<file path="src/rtl/memprot_pkg.sv">
package memprot_pkg;

    localparam int ADDR_W  = 32;
    localparam int DATA_W  = 32;
    localparam int NREG    = 8;
    localparam int NCPU    = 2;
    localparam int NBUS    = 2;
    localparam int NMST    = NCPU + NBUS;
    localparam int MST_W   = $clog2(NMST);
    localparam int PID_W   = 8;
    localparam int CFG_AW  = 6;

    // register map (word addresses)
    localparam int REG_CTRL     = 0;
    localparam int REG_ERRCLR   = 1;
    localparam int REG_RGN_BASE = 16;
    localparam int RGN_WORDS    = 4;

    // rights word bit positions
    localparam int USR_LSB = 0;
    localparam int SUP_LSB = USR_LSB + 3 * NCPU;
    localparam int PEN_LSB = SUP_LSB + 2 * NCPU;
    localparam int BRD_LSB = PEN_LSB + NCPU;
    localparam int BWR_LSB = BRD_LSB + NBUS;
    localparam int VALID_BIT = 31;

    // supervisor codes
    localparam logic [1:0] SUP_RWX    = 2'd0;
    localparam logic [1:0] SUP_RX     = 2'd1;
    localparam logic [1:0] SUP_RW     = 2'd2;
    localparam logic [1:0] SUP_ASUSER = 2'd3;

    typedef enum logic [1:0] {
        ACC_RD = 2'd0,
        ACC_WR = 2'd1,
        ACC_EX = 2'd2,
        ACC_RSV = 2'd3
    } acc_kind_e;

    typedef struct packed {
        logic                     valid;
        logic [PID_W-1:0]         pid;
        logic [NBUS-1:0]          bus_wr;
        logic [NBUS-1:0]          bus_rd;
        logic [NCPU-1:0]          pid_en;
        logic [NCPU-1:0][1:0]     sup;
        logic [NCPU-1:0][2:0]     usr;
        logic [ADDR_W-1:0]        last;
        logic [ADDR_W-1:0]        first;
    } region_t;

    typedef struct packed {
        logic [ADDR_W-1:0] addr;
        logic [MST_W-1:0]  mst;
        acc_kind_e         kind;
        logic              sup;
        logic [PID_W-1:0]  pid;
    } access_t;

    typedef struct packed {
        logic [ADDR_W-1:0] addr;
        logic [MST_W-1:0]  mst;
        acc_kind_e         kind;
        logic              sup;
    } err_info_t;

    // rights in {r,w,x} order that apply for a processor access
    function automatic logic [2:0] eff_rights(logic [2:0] usr, logic [1:0] code, logic is_sup);
        logic [2:0] r;
        if (!is_sup) begin
            r = usr;
        end else begin
            case (code)
                SUP_RWX: r = 3'b111;
                SUP_RX:  r = 3'b101;
                SUP_RW:  r = 3'b110;
                default: r = usr;
            endcase
        end
        return r;
    endfunction

    function automatic logic rights_allow(logic [2:0] rwx, acc_kind_e kind);
        logic ok;
        case (kind)
            ACC_RD:  ok = rwx[2];
            ACC_WR:  ok = rwx[1];
            ACC_EX:  ok = rwx[0];
            default: ok = 1'b0;
        endcase
        return ok;
    endfunction

endpackage

</file>
<file path="src/rtl/memprot_regfile.sv">
module memprot_regfile
    import memprot_pkg::*;
(
    input  logic                  clk,
    input  logic                  rst,
    input  logic                  cfg_we,
    input  logic [CFG_AW-1:0]     cfg_addr,
    input  logic [DATA_W-1:0]     cfg_wdata,
    output region_t               rgn [NREG],
    output logic                  chk_en,
    output logic                  err_clr
);

    always_ff @(posedge clk) begin
        if (rst) begin
            chk_en <= 1'b0;
        end else if (cfg_we && cfg_addr == CFG_AW'(REG_CTRL)) begin
            chk_en <= cfg_wdata[0];
        end
    end

    assign err_clr = cfg_we && (cfg_addr == CFG_AW'(REG_ERRCLR)) && cfg_wdata[0];

    for (genvar r = 0; r < NREG; r++) begin : g_rgn
        localparam logic [CFG_AW-1:0] A_FIRST = CFG_AW'(REG_RGN_BASE + r * RGN_WORDS);
        localparam logic [CFG_AW-1:0] A_LAST  = CFG_AW'(REG_RGN_BASE + r * RGN_WORDS + 1);
        localparam logic [CFG_AW-1:0] A_PERM  = CFG_AW'(REG_RGN_BASE + r * RGN_WORDS + 2);
        localparam logic [CFG_AW-1:0] A_TAG   = CFG_AW'(REG_RGN_BASE + r * RGN_WORDS + 3);

        region_t q;

        always_ff @(posedge clk) begin
            if (rst) begin
                q <= '0;
            end else if (cfg_we) begin
                if (cfg_addr == A_FIRST) q.first <= cfg_wdata[ADDR_W-1:0];
                if (cfg_addr == A_LAST)  q.last  <= cfg_wdata[ADDR_W-1:0];
                if (cfg_addr == A_PERM) begin
                    for (int k = 0; k < NCPU; k++) begin
                        q.usr[k]    <= cfg_wdata[USR_LSB + 3*k +: 3];
                        q.sup[k]    <= cfg_wdata[SUP_LSB + 2*k +: 2];
                        q.pid_en[k] <= cfg_wdata[PEN_LSB + k];
                    end
                    for (int j = 0; j < NBUS; j++) begin
                        q.bus_rd[j] <= cfg_wdata[BRD_LSB + j];
                        q.bus_wr[j] <= cfg_wdata[BWR_LSB + j];
                    end
                end
                if (cfg_addr == A_TAG) begin
                    q.valid <= cfg_wdata[VALID_BIT];
                    q.pid   <= cfg_wdata[PID_W-1:0];
                end
            end
        end

        assign rgn[r] = q;
    end

endmodule

</file>
<file path="config.mk">
export PLATFORM = sky130hd
export DESIGN_NAME = memprot_regfile
export DESIGN_NICKNAME = d
export VERILOG_FILES = /design/src/rtl/memprot_pkg.sv /design/src/rtl/memprot_regfile.sv
export SDC_FILE = /design/constraint.sdc
export NUM_CORES = 1
export LEC_CHECK = 0
export BUFFER_PORTS_ARGS = -buffer_cell sky130_fd_sc_hd__buf_2
export CAP_MARGIN = 25
export CORE_MARGIN = 2
export CORE_UTILIZATION = 23
export CTS_BUF_LIST = sky130_fd_sc_hd__clkbuf_2
export CTS_CLUSTER_SIZE = 20
export DETAILED_ROUTE_END_ITERATION = 6
export GPL_TIMING_DRIVEN = 0
export PLACE_DENSITY_LB_ADDON = 0.12
export SLEW_MARGIN = 0
export SYNTH_ARGS = -nofsm -noshare
export SYNTH_HDL_FRONTEND = slang
export SYNTH_SLANG_ARGS = --single-unit
</file>
<file path="constraint.sdc">
create_clock -name clk -period 1.55 [get_ports clk]
set_clock_uncertainty 0.1 [all_clocks]
set_input_delay 0 -clock clk [delete_from_list [all_inputs] [get_ports clk]]
set_output_delay 0 -clock clk [all_outputs]
set_load 0.1 [all_outputs]
</file>
### After elaboration in Yosys (flattened, before gate mapping)

Cells that the tools add are included.

| word-level totals | value |
|---|---|
| output and inout port bits | 714 |
| logic and storage cells | 158 |
| bits in registers | 713 |

| cells by class | value |
|---|---|
| reduce and logical (&&, ||, !) cells | 36 |
| equal/unequal tests | 33 |

Operators with widths:

| kind | count |
|---|---|
| 6-bit by 5-bit equality test with 1-bit output (second input constant) | 16 |
| 6-bit equality test (second input constant) | 16 |
| 2-bit AND reduction | 32 |
| 6-bit by 1-bit equality test with 1-bit output (second input constant) | 1 |
| 6-bit logical NOT | 1 |
| 1-bit logical AND | 3 |

### Longest topological paths before layout

| logic depth | value |
|---|---|
| depth after elaboration | 3 |
| mapped depth | 6 |
| depth with buffers taken out | 3 |

### Least setup slack after synthesis

Ideal clock, no wire load.

| timing path | value |
|---|---|
| kind | input to output |
| start | in cfg_addr[1] |
| end | out err_clr |
| stages on the path | 3 |
| arrival time | 1.279 ns |
| buffers on the path | 1 |
| path slack | 0.171 ns |
| cell sequence | buf_4 > nor4b_4 > and3_1 |

| between the ends | value |
|---|---|
| longest elaborated chain between the ends | 3 |

Ends and longest elaborated chain:

| what | line | source |
|---|---|---|
| start, declared | memprot_regfile.sv:7 | `input logic [CFG_AW-1:0] cfg_addr,` |
| 6-bit by 1-bit equality test with 1-bit output | memprot_regfile.sv:22 | `assign err_clr = cfg_we && (cfg_addr == CFG_AW'(REG_ERRCLR)) && cfg_wdata[0];` |
| 1-bit logical AND (2 in series) | memprot_regfile.sv:22 |  |
| end, declared | memprot_regfile.sv:11 | `output logic err_clr` |

No other way between the ends.

### Final worst setup path

| timing path | value |
|---|---|
| start | in cfg_addr[1] |
| end | reg g_rgn[3].q (netlist bit rgn[374]) |

| between the ends | value |
|---|---|
| longest elaborated chain between the ends | 2 |

Ends and longest elaborated chain:

| what | line | source |
|---|---|---|
| 6-bit by 5-bit equality test with 1-bit output | memprot_regfile.sv:36 | `if (cfg_addr == A_FIRST) q.first <= cfg_wdata[ADDR_W-1:0];` |
| 2-bit AND reduction (no source line) | - |  |
| end, declared | memprot_regfile.sv:30 | `region_t q;` |

No other way between the ends.
A chain may end at the register's enable or synchronous reset.

==> results.md <==
* Status: complete, but fails checks
* Violated checks: negative hold slack, negative setup slack
* Delay of the slowest critical-path stage at 0.78 ns
* Number of synthesized flops with an enable pin at 0
* Layout cells sized above 1 at 53.7%
* Area growth, synth to finish at 80.2%
* Simple-gate share of the synthesized area at 18.5%
* Clock sinks at 713
* Total power at 36.0 mW
* Post-Syn Nets at 2493
* Starting Density at 23.3%
* Fmax at 404 MHz
* Max_slew headroom at 22.1%
* Sequential area share after synthesis at 51.8%
* DP Wirelength at 96.2 mm
* Sequential cell fraction of total power at 50.9%
* Number of global-route vias before repair at 23820
* Pint at 25.0 mW
* VDD IR max at 609 uV
* Routed WL per cell at 24.6 um
* I/O pin total at 755
* Final WS setup at -0.922 ns
* Worst path bufs/invs at 7
* Crit path max-delay family: buffers and inverters
* Prevailing post-synth register cell: dfxtp_1
* Compound-Gate Fraction of Synth Area at 0%
* Mapped Area at 0.0275 mm2
* HP Class: in2reg
* Final layout net count at 3732
* Max Cap Viol at 0
* Final hold viol count at 22
* Clk_lat worst skew at 1.61 ns
* Fillers at 11193
* Initial antenna violation count at 13
* Total gr overflow at 0
* Placer Congestion at 0.773
* DRT iter0 DRCs at 890
* Die Y at 350 um
* Slew @ Worst Pin at 1.17 ns
* Pre-antenna DRT Iters at 5
* Startpoint Class: input port
* Synth Instances at 2452
* Vias/cell at 4.11
* Final ANT Viol Nets at 0
* Fin Hold WS at -0.241 ns
* Worst endpoint required time at 2.91 ns
* Distinct cells, synth at 24
* Syn Area/Cell at 11.2 um2
* Synth warn at 0
* Period Utilization, post-route at 160%
* TNS Setup at -743.61 ns
* CP Cell Sequence: buf_2 -> dlygate4sd3_1 -> dlygate4sd3_1 -> buf_4 -> nor4b_2 -> dlygate4sd3_1 -> nand2_1 -> dlygate4sd3_1 -> buf_2 -> mux2i_1
* TritonCTS clock tree: yes
* CP max stage cell: dlygate4sd3_1
* Vias at 22371
* Design area at 0.0496 mm2
* Port buffer count at 753
* Worst-path fanout max at 10
* # setup viols final at 1239
* Static leakage power at 23.4 nW
* GR Util All Layers at 21.4%
* Placed insts at 4815
* Area fraction of the dominant cell type after synthesis at 51.8%
* H-tree depth at 4
* Slew Limit Fails at 0
* Worst-case clock buffer depth at 3
* RSZ-0062 raised after global routing: true
* Post-synthesis register bit count at 713
* Full die area at 0.123 mm2
* Die Width at 350 um
* Mux share of post-synthesis cell area at 25.9%
* Min Tclk post-route at 2.47 ns
* Clk pin slew, worst setup/hold paths at 0.10 ns
* Comb pwr share at 8.7%
* Psw at 11.0 mW
* Final wirelength at 134 mm
* Crit Path Category: in2reg
* Async SR Flop Fraction at 0%
* PD cells at 725 mW/mm2
* Cell Area, Placed at 0.0335 mm2
* Adder-Cell Fraction of Synth Area at 0%
* Dominant cells by area after synthesis: dfxtp_1 52%, mux2i_1 26%, nand2b_1 17%
* Largest net degree at the start of global routing at 17
* Most common cell on crit path: dlygate4sd3_1
* DRC Markers at 0
* Root Buffer Master: clkbuf_2
* Core box area at 0.118 mm2
* Post-synthesis xor/xnor area fraction at 0%
* Final non-filler cell total at 5447
* CP arrival at 3.84 ns
* Cell Rows at 126
* Largest area contributor in the netlist: dfxtp_1
* TritonCTS buffer count at 208
* Sw frac at 30.5%
* CP Capture Type: flop
* First-pass GRT wire length at 185 mm
* Clock network fraction of total power at 40.4%
* Largest family of logic cells by synthesized area: multiplexers
[synth_stat cells, types with 2 or more instances]
| master | count |
|---|---|
| nand2b_1 | 745 |
| and4b_1 | 2 |
| nor4b_4 | 2 |
| nand2_1 | 13 |
| nand2_2 | 16 |
| and3b_1 | 4 |
| buf_2 | 32 |
| dfxtp_1 | 713 |
| and4bb_2 | 4 |
| mux2i_1 | 713 |
| clkbuf_1 | 153 |
| buf_6 | 3 |
| and2_1 | 2 |
| and3_1 | 2 |
| nand3_2 | 2 |
| buf_4 | 37 |
| nand4_1 | 2 |
[what timing repair did]
action,4_1_cts,5_1_grt
endpoints found under the setup margin,714,1423
hold buffers,132,27
gates resized for setup,3581,176
hold endpoints to repair,713,677
pin swaps,0,3
setup buffers,49,72
[metrics by stage]
| stage | util, % | worst slack [ns] | hold slack, ns |
|---|---|---|---|
| floorplan | - | 0.171 | 0.108 |
| global placement | 28.1 | -1.73 | 0.271 |
| detailed placement | 28.3 | -1.50 | 0.288 |
| CTS | 41.1 | -1.11 | -0.188 |
| global route | 41.9 | -1.07 | -0.367 |
| finish | 41.9 | -0.922 | -0.241 |
[sequential cells by signal, indices dropped and copies added, names as in the netlist]
name / flops
rgn: 712
chk_en: 1
[layer usage]
metal	part of all wire [%]	routed length, um	track usage (%)	up-vias
li1	-	-	-	10674
met1	41	54500	24.9	10734
met2	48	64200	35.8	768
met3	8.7	11600	8.23	193
met4	2.8	3800	7.63	2
met5	0.0097	13	0	-
[layout by cell type (no fill, tap or decap), types with 2 or more instances in the layout]
master,count
and3b_1,4
buf_6,6
and2_1,2
dfxtp_4,69
buf_8,8
and4b_1,2
nor4b_4,2
nand2_4,2
diode_2,15
clkbuf_1,125
dlymetal6s4s_1,7
clkinvlp_4,3
clkinv_2,4
nand2b_2,6
and4bb_2,4
clkbuf_4,10
dlygate4sd3_1,137
nand4_1,2
buf_12,714
buf_4,159
nand2_2,17
buf_1,2
buf_2,64
buf_16,2
clkbuf_2,324
clkinv_1,29
mux2i_1,713
nand2b_1,739
inv_2,2
inv_6,6
bufinv_16,2
nand2_1,10
dfxtp_2,644
[cell families (layout without fill, tap and decap cells)]
| logic type | Yosys count | after routing |
|---|---|---|
| and+or+nand+nor | 800 | 800 |
| DFF | 713 | 713 |
| other | 0 | 15 |
| buffers and inverters | 226 | 1606 |
| muxes | 713 | 713 |
[tightest hold or removal path: cells and delay by family]
| kind | cells | cell delay (ns) |
|---|---|---|
| and+or+nand+nor | 2 | 0.44 |
| buffers and inverters | 3 | 0.79 |
| muxes | 1 | 0.21 |
[power by group through the flow]
stage                     clock network [mW]  logic (mW)  registers [mW]
final                                   14.5        3.13            18.3
after global routing                    16.2        3.26            18.4
after CTS                               15.2        3.12            18.4
after detailed placement                   0        2.59            18.8
after global placement                     0        2.55            18.8
after floorplan                            0       0.926            19.4
[cell type report]
class	instances	area (um2)	share of cell area, %
Timing Repair Buffer	1030	17100	34.4
Sequential cell	713	15300	30.9
Multi-Input combinational cell	1513	12300	24.7
Tap cell	1600	2000	4.03
Clock buffer	304	1520	3.07
Buffer	225	1120	2.26
Clock inverter	47	280	0.565
Antenna cell	15	37.5	0.0756
[worst paths after layout]
path / from / endpoint / slack, ns / depth (start not counted)
hold reg to reg: rgn[610]$_SDFFE_PP0P_ / rgn[610]$_SDFFE_PP0P_ / 0.39 / 2
setup / recovery: cfg_addr[1] / rgn[374]$_SDFFE_PP0P_ / -0.92 / 10
hold / removal: cfg_addr[2] / rgn[388]$_SDFFE_PP0P_ / -0.24 / 6
setup reg to reg: rgn[119]$_SDFFE_PP0P_ / rgn[119]$_SDFFE_PP0P_ / 0.26 / 3
No activity file was read; power rests on OpenSTA's default activity.
